File: src/rtl/opsb_pkg.sv
package opsb_pkg;

   typedef enum logic [2:0] {
      CLS_FX   = 3'd0,
      CLS_FXLD = 3'd1,
      CLS_VLD  = 3'd2,
      CLS_MUL  = 3'd3,
      CLS_FP   = 3'd4,
      CLS_VFP  = 3'd5,
      CLS_DIVW = 3'd6,
      CLS_DIVD = 3'd7
   } op_class_e;

   // Result produced inside a fixed-point pipe (forwarding penalty across pipes)
   function automatic logic on_fx_pipe(op_class_e c);
      return (c == CLS_FX) || (c == CLS_MUL) || (c == CLS_DIVW) || (c == CLS_DIVD);
   endfunction

   function automatic logic is_divide(op_class_e c);
      return (c == CLS_DIVW) || (c == CLS_DIVD);
   endfunction

   function automatic int max_of(int a, int b);
      return (a > b) ? a : b;
   endfunction

endpackage

File: src/rtl/opsb_lat_sel.sv
module opsb_lat_sel
   import opsb_pkg::*;
#(
   parameter int CNT_W    = 7,
   parameter int LAT_FX   = 1,
   parameter int LAT_FXLD = 2,
   parameter int LAT_VLD  = 3,
   parameter int LAT_MUL  = 4,
   parameter int LAT_FP   = 5,
   parameter int LAT_VFP  = 6,
   parameter int LAT_DIVW = 36,
   parameter int LAT_DIVD = 68
) (
   input  op_class_e        cls_i,
   output logic [CNT_W-1:0] lat_o
);

   always_comb begin
      unique case (cls_i)
         CLS_FX:   lat_o = CNT_W'(LAT_FX);
         CLS_FXLD: lat_o = CNT_W'(LAT_FXLD);
         CLS_VLD:  lat_o = CNT_W'(LAT_VLD);
         CLS_MUL:  lat_o = CNT_W'(LAT_MUL);
         CLS_FP:   lat_o = CNT_W'(LAT_FP);
         CLS_VFP:  lat_o = CNT_W'(LAT_VFP);
         CLS_DIVW: lat_o = CNT_W'(LAT_DIVW);
         default:  lat_o = CNT_W'(LAT_DIVD);
      endcase
   end

endmodule

File: src/rtl/opsb_reg_entry.sv
module opsb_reg_entry #(
   parameter int CNT_W   = 7,
   parameter int NPIPES  = 2,
   parameter int PIPE_W  = 1,
   parameter int MAX_LAT = 68
) (
   input  logic              clk,
   input  logic              rst_n,
   input  logic              load_i,
   input  logic [CNT_W-1:0]  load_lat_i,
   input  logic [PIPE_W-1:0] load_pipe_i,
   input  logic              load_xpen_i,
   output logic [NPIPES-1:0] rdy_o
);

   logic [CNT_W-1:0]  cnt_q;
   logic [PIPE_W-1:0] pipe_q;
   logic              xpen_q;

   always_ff @(posedge clk) begin
      if (!rst_n) begin
         cnt_q  <= '0;
         pipe_q <= '0;
         xpen_q <= 1'b0;
      end else if (load_i) begin
         cnt_q  <= load_lat_i;
         pipe_q <= load_pipe_i;
         xpen_q <= load_xpen_i;
      end else if (cnt_q != '0) begin
         cnt_q <= cnt_q - CNT_W'(1);
      end
   end

   // Counter value 1 means usable by the producing pipe (self-bypass);
   // value 0 means usable everywhere.
   for (genvar p = 0; p < NPIPES; p++) begin : g_cons
      logic far_side;
      assign far_side = xpen_q && (pipe_q != PIPE_W'(p));
      assign rdy_o[p] = (cnt_q == '0) || ((cnt_q == CNT_W'(1)) && !far_side);
   end


   reload_block_chk: assert property (@(posedge clk) disable iff (!rst_n)
      (load_i && (load_lat_i > CNT_W'(1))) |=> (rdy_o == '0));


   cnt_bound_chk: assert property (@(posedge clk) disable iff (!rst_n)
      cnt_q <= CNT_W'(MAX_LAT));

endmodule

File: src/rtl/opsb_pipe_busy.sv
module opsb_pipe_busy #(
   parameter int CNT_W = 7
) (
   input  logic             clk,
   input  logic             rst_n,
   input  logic             start_i,
   input  logic [CNT_W-1:0] len_i,
   output logic             busy_o
);

   logic [CNT_W-1:0] left_q;

   always_ff @(posedge clk) begin
      if (!rst_n)
         left_q <= '0;
      else if (start_i)
         left_q <= len_i - CNT_W'(1);
      else if (left_q != '0)
         left_q <= left_q - CNT_W'(1);
   end

   assign busy_o = (left_q != '0);


   div_hold_chk: assert property (@(posedge clk) disable iff (!rst_n)
      (start_i && (len_i > CNT_W'(1))) |=> busy_o);


   idle_stays_chk: assert property (@(posedge clk) disable iff (!rst_n)
      (!busy_o && !start_i) |=> !busy_o);

endmodule

File: src/rtl/opsb_src_pick.sv
module opsb_src_pick #(
   parameter int NREGS  = 16,
   parameter int NPIPES = 2,
   parameter int AW     = 4,
   parameter int PIPE_W = 1
) (
   input  logic [NREGS-1:0][NPIPES-1:0] rdy_tbl_i,
   input  logic [AW-1:0]                idx_i,
   input  logic [PIPE_W-1:0]            pipe_i,
   input  logic                         vld_i,
   output logic                         ok_o
);

   logic [NPIPES-1:0] row;

   assign row  = rdy_tbl_i[idx_i];
   assign ok_o = !vld_i || row[pipe_i];

endmodule

File: src/rtl/opnd_ready_sb.sv
module opnd_ready_sb
   import opsb_pkg::*;
#(
   parameter int NREGS    = 16,
   parameter int NSRC     = 2,
   parameter int NPIPES   = 2,
   parameter int LAT_FX   = 1,
   parameter int LAT_FXLD = 2,
   parameter int LAT_VLD  = 3,
   parameter int LAT_MUL  = 4,
   parameter int LAT_FP   = 5,
   parameter int LAT_VFP  = 6,
   parameter int LAT_DIVW = 36,
   parameter int LAT_DIVD = 68,
   localparam int AW      = $clog2(NREGS),
   localparam int PIPE_W  = $clog2(NPIPES)
) (
   input  logic                 clk,
   input  logic                 rst_n,
   input  logic [2:0]           req_cls,
   input  logic [NSRC-1:0]      req_src_vld,
   input  logic [NSRC*AW-1:0]   req_src,
   input  logic [AW-1:0]        req_dst,
   input  logic [PIPE_W-1:0]    req_pipe,
   input  logic                 issue_i,
   output logic                 ready_o
);

   localparam int MAX_LAT = max_of(max_of(max_of(LAT_FX, LAT_FXLD), max_of(LAT_VLD, LAT_MUL)),
                                   max_of(max_of(LAT_FP, LAT_VFP), max_of(LAT_DIVW, LAT_DIVD)));
   localparam int CNT_W   = $clog2(MAX_LAT + 1);

   // elaboration-time parameter checks
   if (NREGS < 2 || (NREGS & (NREGS - 1)) != 0) begin : g_bad_nregs
      $error("NREGS must be a power of two of at least 2");
   end
   if (NPIPES < 2 || (NPIPES & (NPIPES - 1)) != 0) begin : g_bad_npipes
      $error("NPIPES must be a power of two of at least 2");
   end
   if (NSRC < 1) begin : g_bad_nsrc
      $error("NSRC must be at least 1");
   end
   if (LAT_FX < 1 || LAT_FXLD < 1 || LAT_VLD < 1 || LAT_MUL < 1 ||
       LAT_FP < 1 || LAT_VFP < 1 || LAT_DIVW < 2 || LAT_DIVD < 2) begin : g_bad_lat
      $error("latencies must be positive and divides at least 2");
   end

   op_class_e        cls;
   logic [CNT_W-1:0] lat;
   logic             xpen;
   logic             div_req;
   logic             fx_req;

   assign cls     = op_class_e'(req_cls);
   assign xpen    = on_fx_pipe(cls);
   assign div_req = is_divide(cls);
   assign fx_req  = on_fx_pipe(cls);

   opsb_lat_sel #(
      .CNT_W(CNT_W), .LAT_FX(LAT_FX), .LAT_FXLD(LAT_FXLD), .LAT_VLD(LAT_VLD),
      .LAT_MUL(LAT_MUL), .LAT_FP(LAT_FP), .LAT_VFP(LAT_VFP),
      .LAT_DIVW(LAT_DIVW), .LAT_DIVD(LAT_DIVD)
   ) i_lat (
      .cls_i (cls),
      .lat_o (lat)
   );

   // per-register pending-result entries
   logic [NREGS-1:0][NPIPES-1:0] rdy_tbl;

   for (genvar r = 0; r < NREGS; r++) begin : g_reg
      logic hit;
      assign hit = issue_i && (req_dst == AW'(r));
      opsb_reg_entry #(
         .CNT_W(CNT_W), .NPIPES(NPIPES), .PIPE_W(PIPE_W), .MAX_LAT(MAX_LAT)
      ) i_entry (
         .clk         (clk),
         .rst_n       (rst_n),
         .load_i      (hit),
         .load_lat_i  (lat),
         .load_pipe_i (req_pipe),
         .load_xpen_i (xpen),
         .rdy_o       (rdy_tbl[r])
      );
   end

   // per-pipe divide occupancy
   logic [NPIPES-1:0] pipe_busy;

   for (genvar p = 0; p < NPIPES; p++) begin : g_pipe
      logic start;
      assign start = issue_i && div_req && (req_pipe == PIPE_W'(p));
      opsb_pipe_busy #(.CNT_W(CNT_W)) i_busy (
         .clk     (clk),
         .rst_n   (rst_n),
         .start_i (start),
         .len_i   (lat),
         .busy_o  (pipe_busy[p])
      );
   end

   // per-source readiness lookup
   logic [NSRC-1:0] src_ok;

   for (genvar s = 0; s < NSRC; s++) begin : g_src
      opsb_src_pick #(
         .NREGS(NREGS), .NPIPES(NPIPES), .AW(AW), .PIPE_W(PIPE_W)
      ) i_pick (
         .rdy_tbl_i (rdy_tbl),
         .idx_i     (req_src[s*AW +: AW]),
         .pipe_i    (req_pipe),
         .vld_i     (req_src_vld[s]),
         .ok_o      (src_ok[s])
      );
   end

   logic blocked;
   assign blocked = fx_req && pipe_busy[req_pipe];
   assign ready_o = (&src_ok) && !blocked;


   blocked_ready_chk: assert property (@(posedge clk) disable iff (!rst_n)
      (fx_req && pipe_busy[req_pipe]) |-> !ready_o);


   no_src_ready_chk: assert property (@(posedge clk) disable iff (!rst_n)
      ((req_src_vld == '0) && !fx_req) |-> ready_o);

endmodule

File: config.mk
export PLATFORM = sky130hd
export DESIGN_NAME = opnd_ready_sb
export DESIGN_NICKNAME = d
export VERILOG_FILES = /design/src/rtl/opsb_pkg.sv /design/src/rtl/opsb_lat_sel.sv /design/src/rtl/opsb_reg_entry.sv /design/src/rtl/opsb_pipe_busy.sv /design/src/rtl/opsb_src_pick.sv /design/src/rtl/opnd_ready_sb.sv
export SDC_FILE = /design/constraint.sdc
export NUM_CORES = 1
export LEC_CHECK = 0
export ABC_AREA = 1
export ABC_CLOCK_PERIOD_IN_PS = 3700
export CAP_MARGIN = 25
export CORE_MARGIN = 5
export CORE_UTILIZATION = 60
export DETAILED_ROUTE_END_ITERATION = 6
export GPL_TIMING_DRIVEN = 1
export PLACE_DENSITY = 0.81
export SKIP_CTS_REPAIR_TIMING = 1
export SYNTH_ARGS = -nofsm -noshare
export SYNTH_HDL_FRONTEND = slang
export SYNTH_HIERARCHICAL = 1
export SYNTH_SLANG_ARGS = --single-unit
File: constraint.sdc
create_clock -name clk -period 3.7 [get_ports clk]
set_input_delay 0.37 -clock clk [delete_from_list [all_inputs] [get_ports clk]]
set_output_delay 0.37 -clock clk [all_outputs]
set_load 0.01 [all_outputs]
# ---- Word level (Yosys, flattened, before mapping)
# Index checks and enable logic that the tools add are counted.
dict set report word_totals {
  regBits 158
  word_cells 387
  output_inout_bits 1
  inputBits 21
}
dict set report op_classes {
  bitwise 17
  eq_ne 38
  mux 47
  n_reduce_logical 213
  addsub 19
  magnitude_cmp 3
}
# op n
set ops {}
lappend ops {{$mux 7} 36}
lappend ops {{$sub 7x1->7 const B} 19}
lappend ops {{$reduce_bool 7->1} 18}
lappend ops {{$eq 7x1->1 const B} 16}
lappend ops {{$logic_not 7->1} 16}
lappend ops {{$logic_and 1x1->1} 85}
lappend ops {{$pmux 7 s7} 1}
lappend ops {{$logic_or 1x1->1} 38}
lappend ops {{$reduce_bool 2->1} 18}
lappend ops {{$logic_not 1->1} 35}
lappend ops {{$eq 4x4->1 const B} 8}
lappend ops {{$not 1->1} 17}
lappend ops {{$bmux 2 s4} 2}
lappend ops {{$eq 4x3->1 const B} 4}
lappend ops {{$eq 3x3->1 const B} 4}
lappend ops {{$lt 4x5->1 const B} 2}
lappend ops {{$eq 4x2->1 const B} 2}
lappend ops {{$eq 3x2->1 const B} 2}
lappend ops {{$mux 1} 6}
lappend ops {{$eq 4x1->1 const B} 1}
lappend ops {{$logic_not 4->1} 1}
lappend ops {{$mux 2} 2}
lappend ops {{$eq 3x1->1 const B} 1}
lappend ops {{$logic_not 3->1} 1}
lappend ops {{2 further kinds} 2}

# ---- Logic depth before layout (Yosys ltp)
dict set report logic_depth {
  depth_word 12
  mapped_depth 16
  mapped_depth_nobuf 16
}

# ---- Modules after synthesis
# Netlist, hierarchy kept.
# mod area_per_inst_um2 instances cells_per_inst seq_area_each_um2
set modules_own_cells {}
lappend modules_own_cells {{opsb_reg_entry at g_reg[0].i_entry ...} 583.1 13 89 180.2}
lappend modules_own_cells {{opsb_reg_entry at g_reg[11].i_entry ...} 580.6 3 93 180.2}
lappend modules_own_cells {opsb_pipe_busy 481.7 2 79 140.1}
lappend modules_own_cells {opsb_src_pick 444.2 2 97 0.0}
lappend modules_own_cells {opnd_ready_sb 202.7 1 47 0.0}
lappend modules_own_cells {opsb_lat_sel 61.3 1 14 0.0}

# ---- Worst setup path after synthesis
# No wires, ideal clock.
dict set report synth_timing {
  path_kind {in2reg}
  start {input req_cls[1]}
  end {register g_pipe[0].i_busy.left_q[6]}
  cell_stages 11
  arrival_time_ps 1909
  n_path_buf 0
  setup_ps 113
  path_slack_ps 1678
  required_time_ps 3587
  path_cell_list {a21oi_1 -> nand2_1 -> o21ai_2 -> inv_1 -> ha_1 -> inv_1 -> nor2_2 -> nand2_2 -> nor2_2 -> nor2_1 -> nor2_1}
}
dict set report synth_via {
  elab_chain_len 5
  elab_cells_between_ends 15
  cone_classes {1 x add/sub; 7 x eq/ne; 2 x mux; 5 x reduce/logical}
}
# element line_no
set synth_rtl {}
lappend synth_rtl {{start, declared} opnd_ready_sb.sv:20} ;# input logic [2:0] req_cls,
lappend synth_rtl {{branches (longest 5 deep; another with $sub 7x1->7)} n/a}
lappend synth_rtl {{end signal, assigned} opsb_pipe_busy.sv:17} ;# left_q <= len_i - CNT_W'(1);
lappend synth_rtl {{end signal, assigned} opsb_pipe_busy.sv:19} ;# left_q <= left_q - CNT_W'(1);
lappend synth_rtl {{end, declared} opsb_pipe_busy.sv:11} ;# logic [CNT_W-1:0] left_q;
# Parallel ways; which one is timed is not known.
# A chain may end at the register's enable or synchronous reset.

==> run_results.csv <==
group,metric,value,unit
pwr,p_leak,6.06,nW
critical_path,start_kind,"flop",
detailed_routing,drc_errors,0,
sta,hold_viol,0,
cts,clock_path_buffers,2,
critical_path,r2r-start,"g_reg[10].i_entry/cnt_q[0]$_SDFFE_PN0P_",
cts,cts.sinks,158,
floorplanning,fp.dieW,148,µm
synth,synth-seq-cells,158,
critical_path,path_depth,17,
sta,tightest_slew,0.904,ns
critical_path,crit_end,"ready_o",
finish,fill_cells,1723,
synth,ys_warn_count,6,
cts,root_buffer,"clkbuf_16",
hold_path,hold_path_class,"reg -> reg",
sta,rsz0062_at_grt,"false",
global_route,groute.usage.overall,25.9,%
critical_path,crit_path_end_kind,"output port",
finish,syn_to_final_growth,7.73,%
global_route,antenna_found_initial,0,
synth,netlist.area_leader.share,27.7,%
global_route,grt_pass1_wl,47600,µm
sta,setup_violations,0,
detailed_routing,finalWirelength,28500,µm
floorplanning,num_rows,50,
synth,avgSynthCellArea,6.19,µm²
critical_path,path_delay_family,"simple AND/OR/NAND/NOR gates",
floorplanning,fp.coreArea,18800,µm²
sta,max_freq,291,MHz
global_route,grt_pass1_vias,10291,
global_route,grt_overflow,0,
synth,syn_inst,1849,
detailed_routing,drt-pass1-iter-count,5,
critical_path,rr_worst_depth,7,
cts,htree_levels,4,
floorplanning,dieHeight,148,µm
critical_path,arrival,3.07,ns
run_status,outcome,"finished clean",
finish,fin_area,12300,µm²
critical_path,crit_required,3.33,ns
cts,clkLatencyLatePin,0.42,ns
sta,relSlewSlack,39.7,%
detailed_routing,dr.first_iter.drc_count,1112,
global_route,grt_max_degree,50,
finish,drive_gt1_share,12.9,%
finish,fin_cells,2109,
placement,place.gp.congestion,0.889,
placement,place_area,11700,µm²
synth,synth_cell_types,30,
sta,tns,0,ns
critical_path,cp-startpoint,"g_reg[2].i_entry/cnt_q[0]$_SDFFE_PN0P_",
sta,post-route-period-util,92.9,%
detailed_routing,ant_nets,0,
cts,tritoncts,"yes",
placement,numPortBuffers,21,
critical_path,critPathKind,"reg -> out",
critical_path,cpMostUsedCell,"nand2_1",
detailed_routing,vias,11349,
sta,post-route-min-period,3.44,ns
pwr,ir_drop,0.000583,V
detailed_routing,viasPerCell,5.38,
critical_path,max_stage_delay,0.57,ns
critical_path,worstPathCellList,"inv_1, ha_1, nand3_2, nor2_4, inv_1, nand2_1, inv_1, nand2_2, nand3_1, nand3_1, nand3_1, nand2_1, nand2_1, nand3_2, nand2_1, a21oi_1, clkdlybuf4s50_1",
critical_path,rr_endpoint,"g_reg[10].i_entry/cnt_q[6]$_SDFFE_PN0P_",
synth,synth_area_leader_cell,"dfxtp_1",
detailed_routing,drt-wirelength-per-cell,13.5,µm
finish,fin_nets,1932,
critical_path,rrSetupSlack,2.37,ns
placement,detailed_place_hpwl,20100,µm
floorplanning,dieArea,21900,µm²
sta,hold_slack,0.463,ns
floorplanning,initial_utilization,60.9,%
sta,slew_violations,0,
sta,fin_skew,0.00644,ns
floorplanning,pin_count,22,
synth,synth-seq-area-share,27.7,%
critical_path,cp_max_fo,6,
critical_path,crit_slowest_cell,"clkdlybuf4s50_1",
placement,dp.cells,2076,
job,cap_violations,0,
critical_path,cp_num_buf_inv,4,
synth,synthTopCellsByArea,"dfxtp_1, nand2_1, nor2_1",
synth,syn-cell-area,11400,µm²
pwr,powerDensity,890,nW/µm²
cts,clk_pin_slew,0.06,ns
cts,numCtsBuffers,17,
## worst min-delay path, cell delays in order, from the launching register on
cell     delay (ns)
dfxtp_1        0.31
inv_1          0.06
a21oi_1        0.05
## per-stage QoR
step	setup WS, ns	power (mW)	util (%)
6_report	0.264	11.0	65.7
5_1_grt	0.0129	12.0	65.6
4_1_cts	0.291	10.9	65.6
3_5_place_dp	0.510	9.11	62.6
3_3_place_gp	0.532	8.92	62.6
2_1_floorplan	1.68	7.87	-
## layout by cell type, fill, tap and decap left out, drive strengths merged, types with 13 or more instances in the layout
master / n
or2: 13
a21oi: 65
o22ai: 16
buf: 17
xnor2: 13
o21ai: 97
ha: 50
dfxtp: 158
nand2: 518
nand4: 13
nor3: 32
a21boi: 13
nor2: 347
clkbuf: 23
clkdlybuf4s50: 20
inv: 273
nand3: 194
## flip-flops by register name, summed over array words and instances, names as in the netlist
register / cells
g.i_entry/cnt_q: 112
g.i_entry/pipe_q: 16
g.i_entry/xpen_q: 16
g_pipe.i_busy/left_q: 14
## cell type report
type                    count  area (µm²)  area share (%)
multi-input cells        1375        6920            56.1
flip-flops and latches    158        3160            25.7
inverters                 272        1030            8.37
clock buffers              23         468            3.80
repair buffers             37         338            2.74
well taps                 234         293            2.38
clock inverters             9         110           0.894
diodes                      1        2.50          0.0203
## routing by layer
metal	vias up	global-route usage, %	wire [µm]
met2	359	42.9	13100
met5	-	0	0
li1	5791	-	-
met1	5131	34.4	12800
met3	68	4.11	1820
met4	0	9.33	844
## kinds of logic (layout without fill, tap and decap cells)
| group | after synthesis | count (layout) | share of synthesized area (%) |
|---|---|---|---|
| AO/OA/AOI/OAI | 191 | 191 | 9.31 |
| XOR/XNOR | 15 | 15 | 1.15 |
| adder cells (fa/ha/maj) | 50 | 50 | 5.47 |
| buffers and inverters | 317 | 341 | 12.0 |
| flip-flops | 158 | 158 | 27.7 |
| other | 1 | 3 | 0.0328 |
| AND/OR/NAND/NOR | 1117 | 1117 | 44.4 |
## cell usage after synthesis, drive strengths merged
master	count
a21boi	13
a21oi	65
buf	32
clkbuf	13
conb	1
dfxtp	158
ha	50
inv	272
nand2	518
nand3	194
nand4	13
nor2	347
nor3	32
o21ai	97
o22ai	16
or2	13
xnor2	13
xor2	2
## how the worst min path moves through the flow
| stage | start | to | cells past startpoint |
|---|---|---|---|
| finish | g_reg[13].i_entry/xpen_q$_SDFFE_PN0P_ | g_reg[13].i_entry/xpen_q$_SDFFE_PN0P_ | 2 |
| CTS | g_reg[15].i_entry/xpen_q$_SDFFE_PN0P_ | g_reg[15].i_entry/xpen_q$_SDFFE_PN0P_ | 2 |
| global placement | g_reg[6].i_entry/xpen_q$_SDFFE_PN0P_ | g_reg[6].i_entry/xpen_q$_SDFFE_PN0P_ | 2 |
| global route | g_reg[1].i_entry/xpen_q$_SDFFE_PN0P_ | g_reg[1].i_entry/xpen_q$_SDFFE_PN0P_ | 2 |
| floorplan | g_reg[0].i_entry/xpen_q$_SDFFE_PN0P_ | g_reg[0].i_entry/xpen_q$_SDFFE_PN0P_ | 2 |
| detailed placement | g_reg[15].i_entry/xpen_q$_SDFFE_PN0P_ | g_reg[15].i_entry/xpen_q$_SDFFE_PN0P_ | 2 |
## power breakdown
part           internal [mW]  switching [mW]  total (mW)
sequential              2.30           0.524        2.82
clock                   1.03           0.712        1.74
combinational           2.34            4.06        6.40
Note: power is estimated with default switching activity, not from simulation.
